[src/rtl/acc_cpu.sv]
module acc_cpu #(
  parameter int DW  = 16,
  parameter int AW  = 8,
  parameter int OPW = 3
) (
  input  logic          clk,
  input  logic          rst_n,
  output logic [AW-1:0] mem_addr,
  output logic [DW-1:0] mem_wdata,
  output logic          mem_we,
  input  logic [DW-1:0] mem_rdata,
  output logic          halt
);
  localparam logic [OPW-1:0] OP_LOAD  = OPW'(1);
  localparam logic [OPW-1:0] OP_STORE = OPW'(2);
  localparam logic [OPW-1:0] OP_ADD   = OPW'(3);
  localparam logic [OPW-1:0] OP_SUB   = OPW'(4);
  localparam logic [OPW-1:0] OP_MUL   = OPW'(5);
  localparam logic [OPW-1:0] OP_HALT  = OPW'(7);

  typedef enum logic [1:0] {S_FETCH, S_EXEC, S_HALT} state_t;

  state_t          state;
  logic [AW-1:0]   pc;
  logic [DW-1:0]   ir;
  logic [DW-1:0]   acc;
  logic [OPW-1:0]  op;
  logic [AW-1:0]   opnd;
  logic [2*DW-1:0] prod;

  assign op        = ir[DW-1 -: OPW];
  assign opnd      = ir[AW-1:0];
  assign prod      = {{DW{1'b0}}, acc} * {{DW{1'b0}}, mem_rdata};
  assign mem_addr  = (state == S_EXEC) ? opnd : pc;
  assign mem_we    = (state == S_EXEC) && (op == OP_STORE);
  assign mem_wdata = acc;
  assign halt      = (state == S_HALT);

  always_ff @(posedge clk or negedge rst_n) begin
    if (!rst_n) begin
      state <= S_FETCH;
      pc    <= '0;
      ir    <= '0;
      acc   <= '0;
    end else begin
      case (state)
        S_FETCH: begin
          ir    <= mem_rdata;
          pc    <= pc + 1'b1;
          state <= S_EXEC;
        end
        S_EXEC: begin
          state <= S_FETCH;
          case (op)
            OP_LOAD: acc   <= mem_rdata;
            OP_ADD:  acc   <= acc + mem_rdata;
            OP_SUB:  acc   <= acc - mem_rdata;
            OP_MUL:  acc   <= prod[DW-1:0];
            OP_HALT: state <= S_HALT;
            default: ;
          endcase
        end
        default: state <= S_HALT;
      endcase
    end
  end
endmodule

[config.mk]
export PLATFORM = sky130hd
export DESIGN_NAME = acc_cpu
export DESIGN_NICKNAME = d
export VERILOG_FILES = /design/src/rtl/acc_cpu.sv
export SDC_FILE = /design/constraint.sdc
export NUM_CORES = 1
export LEC_CHECK = 0
export BUFFER_PORTS_ARGS = -buffer_cell sky130_fd_sc_hd__buf_2
export CAP_MARGIN = 10
export CORE_MARGIN = 2
export CORE_UTILIZATION = 44
export DETAILED_ROUTE_END_ITERATION = 6
export PLACE_DENSITY = 0.68
export SETUP_SLACK_MARGIN = 0.02
export SYNTH_ARGS = -nofsm -noshare
export SYNTH_HDL_FRONTEND = slang
export SYNTH_SLANG_ARGS = --single-unit
[constraint.sdc]
create_clock -name clk -period 5.1 [get_ports clk]
set_input_delay 0.51 -clock clk [delete_from_list [all_inputs] [get_ports clk]]
set_output_delay 0.51 -clock clk [all_outputs]
set_load 0.005 [all_outputs]
# After elaboration in Yosys (flattened, before gate mapping)
# Cells that the tools add are included.
totals:
  register_bits: 42
  wordCells: 24
classes:
  addsub: 3
  n_mul: 1
  n_eq_ne: 8
  muxes: 4
  n_reduce_logical: 4
op_table:
  columns: ["operator", "n"]
  rows:
  - ["16-bit case mux with 4 select lines", 1]
  - ["16-bit adder", 1]
  - ["16-bit by 16-bit multiplier with 16-bit output", 1]
  - ["16-bit subtractor", 1]
  - ["3-bit == test, second input constant", 3]
  - ["8-bit by 1-bit adder with 8-bit output, second input constant", 1]
  - ["8-bit two-way mux", 1]
  - ["3-bit by 2-bit == test with 1-bit output, second input constant", 2]
  - ["2-bit case mux with 2 select lines", 1]
  - ["4-bit nonzero test", 1]
  - ["3-bit by 1-bit == test with 1-bit output, second input constant", 1]
  - ["2-bit by 1-bit == test with 1-bit output, second input constant", 1]
  - ["2-bit == test, second input constant", 1]
  - ["2-bit zero test", 1]
  - ["2-bit two-way mux", 1]
  - ["2-bit AND reduction", 1]
  - ["1-bit logical AND", 1]

# Longest topological paths before layout
logic_depth:
  depth_word: 3
  mapped_depth: 21
  mapped_depth_nobuf: 20

# Least setup slack after synthesis
# No wires, ideal clock.
synth_path:
  path_type: "input -> register"
  startpoint: "input port mem_rdata[3]"
  endpoint: "register acc[14], in the netlist mem_wdata[14]"
  setup_time_ps: 118
  t_arrival_ps: 5453
  path_slack_ps: -471
  stages: 19
  n_path_buf: 2
  path_cell_list: "clkbuf_1 -> clkbuf_1 -> nand2_1 -> fa_1 -> fa_1 -> fa_1 -> fa_1 -> inv_1 -> fa_1 -> inv_1 -> fa_1 -> inv_1 -> ha_1 -> and2_1 -> a31o_2 -> o31ai_1 -> xor2_1 -> o21ai_0 -> a21o_1"
synth_between:
  elab_chain_len: 2
  word_cells_on_any_way: 4
  classes_between: "add/sub: 2; mul: 1; mux: 1"
synth_rtl:
  columns: ["element", "line_no", "rtl"]
  rows:
  - ["start: declaration", "11", "input logic [DW-1:0] mem_rdata,"]
  - ["16-bit by 16-bit multiplier with 16-bit output, or another cell as far along", "33", "assign prod = {{DW{1'b0}}, acc} * {{DW{1'b0}}, mem_rdata};"]
  - ["16-bit case mux with 4 select lines (*)", "54", "case (op)"]
  - ["end signal: assignment", "55", "OP_LOAD: acc <= mem_rdata;"]
  - ["end signal: assignment", "56", "OP_ADD: acc <= acc + mem_rdata;"]
  - ["end signal: assignment", "57", "OP_SUB: acc <= acc - mem_rdata;"]
  - ["end: declaration", "26", "logic [DW-1:0] acc;"]
# Mark *: on every way between the ends. The rest lies on a longest branch, timed or not.
# A chain may end at the register's enable or synchronous reset.

# Worst setup path in the final report
layout_path:
  startpoint: "register acc[8], in the netlist mem_wdata[8]"
  endpoint: "register acc[15], in the netlist mem_wdata[15]"
layout_between:
  elab_chain_len: 2
  word_cells_on_any_way: 4
  classes_between: "add/sub: 2; mul: 1; mux: 1"
layout_rtl:
  columns: ["element", "line_no"]
  rows:
  - ["16-bit by 16-bit multiplier with 16-bit output, or another cell as far along", "33"]
  - ["16-bit case mux with 4 select lines (*)", "54"]
# Marked as above.

==> summary.md <==
| Metric | Value |
|---|---|
| Run status | finished with violations |
| Failing checks | setup timing |
| Cell Chain, Critical Path | and2_1 > fa_1 > inv_1 > fa_1 > inv_1 > fa_1 > fa_2 > fa_1 > inv_1 > fa_1 > inv_1 > ha_1 > and3_4 > o211ai_1 > a31oi_1 > xnor2_1 > a221oi_1 > o31ai_1 |
| Seq/Total Area, Yosys | a little over an eighth |
| Grt total ovfl | 0 |
| Clock sinks | 37 |
| Hold Violations, Final | 0 |
| Setup violators final | 5 |
| Fin crit period | 5270 ps |
| Worst hold slack | around 340 ps |
| Fraction of layout cells with a size suffix above 1 | between 20% and 30% |
| Root buffer cell | clkbuf_16 |
| Worst EP required | 5230 ps |
| First-pass GRT wire length | around 31000 µm |
| CTS tree | done |
| Largest net degree at the start of global routing | 38 |
| Area of the mapped netlist | 0.00675 mm² |
| Post-route antenna net violation count | 0 |
| Synth-to-Final Area Change | 20.6% |
| Diodes inserted | 0 |
| Reg2Reg Launch Point | mem_wdata[8] |
| Initial DRC count | around 500 |
| Starting Density | between 40% and 50% |
| Seq cells post-synth | 37 |
| Unrepaired setup endpoints after global routing | true |
| Post-place setup slack | -419 ps |
| Crit start category | flip-flop |
| Final core occ | a little over half |
| Tcrit/Tclk final | 103% |
| H-tree levels | 2 |
| Setup CP Type | reg -> reg |
| Crit path max-delay family | adder cells |
| Worst hold path type | in -> async |
| Worst-case clock buffer depth | 2 |
| Final worst slack | -171 ps |
| Core Area | 0.0151 mm² |
| Placed Cells | 1054 |
| DRT Wirelength | 18900 µm |
| Vias | around 5800 |
| Max Transition Viols Final | 0 |
| Worst-Skew Late Latency | around 280 ps |
| Worst setup startpoint | mem_wdata[8] |
| CP max FO | 8 |
| CP most frequent cell | fa_1 |
| Mapped Cells | slightly below 800 |
| Clk slew on worst S/H paths | approximately 60 ps |
| Post-synth EDFFs | 0 |
| Setup crit end kind | flip-flop |
| Post-synthesis async set-or-reset flop share | 100% |
| Avg Cell Area, Syn | 8.59 µm² |
| Critical path's slowest cell | fa_1 |
| Initial antenna violation count | 0 |
| Average wire per standard cell | around 18 µm |
| Fin nets | 1051 |
| Number of buffers created by CTS | 5 |
| Relative slew slack | between 20 and 25% |
| Post-DP HPWL | ~15000 µm |
| Critical Path AT | between 5000 and 6000 ps |
| IO Count | 44 |
| Vias in the first global route | about 6200 |
| Yosys cell types | just over 50 |
| DRC Markers | 0 |
| Synth warn | 0 |
| Ys flop type | dfrtp_1 |
| Clk_skew | about 3.6 ps |
| Port Buffers | 43 |
| Post-Syn Nets | about 950 |
| Layout Cells excl Fill | between 1000 and 1500 |
| Worst Path Buf+Inv | 4 |
| MaxCap Viol Count | 0 |
| Fmax | between 150 and 200 MHz |
| Vias per cell | between 5 and 6 |
| Die height | roughly 130 µm |
| Slew @ Worst Pin | about 1200 ps |
| Final RePlAce weighted congestion | about 0.89 |
| CP peak stage delay | 530 ps |
| Die area | 0.0163 mm² |
| Pre-antenna DRT Iters | 6 |
| Die W | ~130 µm |
| Total track usage | about 24% |
| Row count | between 40 and 50 |
[flip-flops by register name (all words and copies together), names as in the netlist]
signal     flops
mem_wdata     16
state          2
ir            11
pc             8
[stage by stage]
stage	TNS, ps	cell area, µm²
floorplan	-443	6850
global placement	-2300	7690
detailed placement	-2440	7690
CTS	-544	7990
global route	-1950	8140
finish	-622	8140
[cell usage in the layout (no fill, tap or decap), types with 7 or more instances in the layout]
master     n
ha_1      61
mux2_2    20
nor3_1     9
buf_2     42
and2_1    63
o21ai_0   21
nor2_1    31
xor2_1    15
nand2_1  100
nand3_1    9
dfrtp_2    7
dfrtp_1   30
buf_4     81
xnor2_1   50
fa_1      75
a21oi_1   22
inv_1    119
[synth_stat cells (all sizes together) (7+ instances only)]
cell type  instances  area share [%]
nand3              9            0.67
xor2              16             2.1
nand2            100             5.6
xnor2             52             6.8
and2              69             6.4
a21oi             24             1.8
mux2              20             3.3
ha                67              12
inv              120             6.7
buf                7            0.54
clkbuf            31             1.7
nor3              13             1.1
nor2              32             1.8
fa                81              24
o21ai             28             2.1
dfrtp             37              14
[timing repair]
action,CTS,global route
endpoints found under the hold margin,0,0
hold buffers,0,0
pin swaps,22,18
buffers inserted,5,7
endpoints found under the setup margin,7,8
resized for setup,27,21
[layer usage]
metal	GRT usage, %	part of all wire (%)
met4	6.21	2.0
met5	0	0
met2	42.2	49
met3	2.88	5.4
met1	32.6	44
[kinds of logic after synthesis]
logic type	after synthesis	share of synthesized area, %
DFF	37	13.7
buffers and inverters	158	8.94
xor gates and xnor gates	69	9.16
muxes	21	3.49
adders and majority gates	148	36.5
AOI/OAI and AO/OA	96	9.24
and+or+nand+nor	256	19.0
[worst paths after layout]
kind | cells past startpoint | slack, ps | end
worst max-delay path | 18 | -170 | mem_wdata[15]
worst min-delay path | 1 | 340 | pc[1]
worst max register to register | 18 | -170 | mem_wdata[15]
worst min register to register | 1 | 470 | pc[7]
max in group asynchronous | 1 | 4170 | mem_wdata[1]
min in group clk | 1 | 470 | pc[7]
[final cells by class]
cell class	instances	area, µm²
Multi-Input combinational cell	590	5410
Clock inverter	2	37.5
Sequential cell	37	935
Tap cell	188	235
Inverter	120	450
Timing Repair Buffer	131	931
Clock buffer	6	139
Fill cell	1423	6950
Power is left out: the tool's default activity adds up to more than one toggle a clock period on the data nets, which glitch-free logic cannot reach.
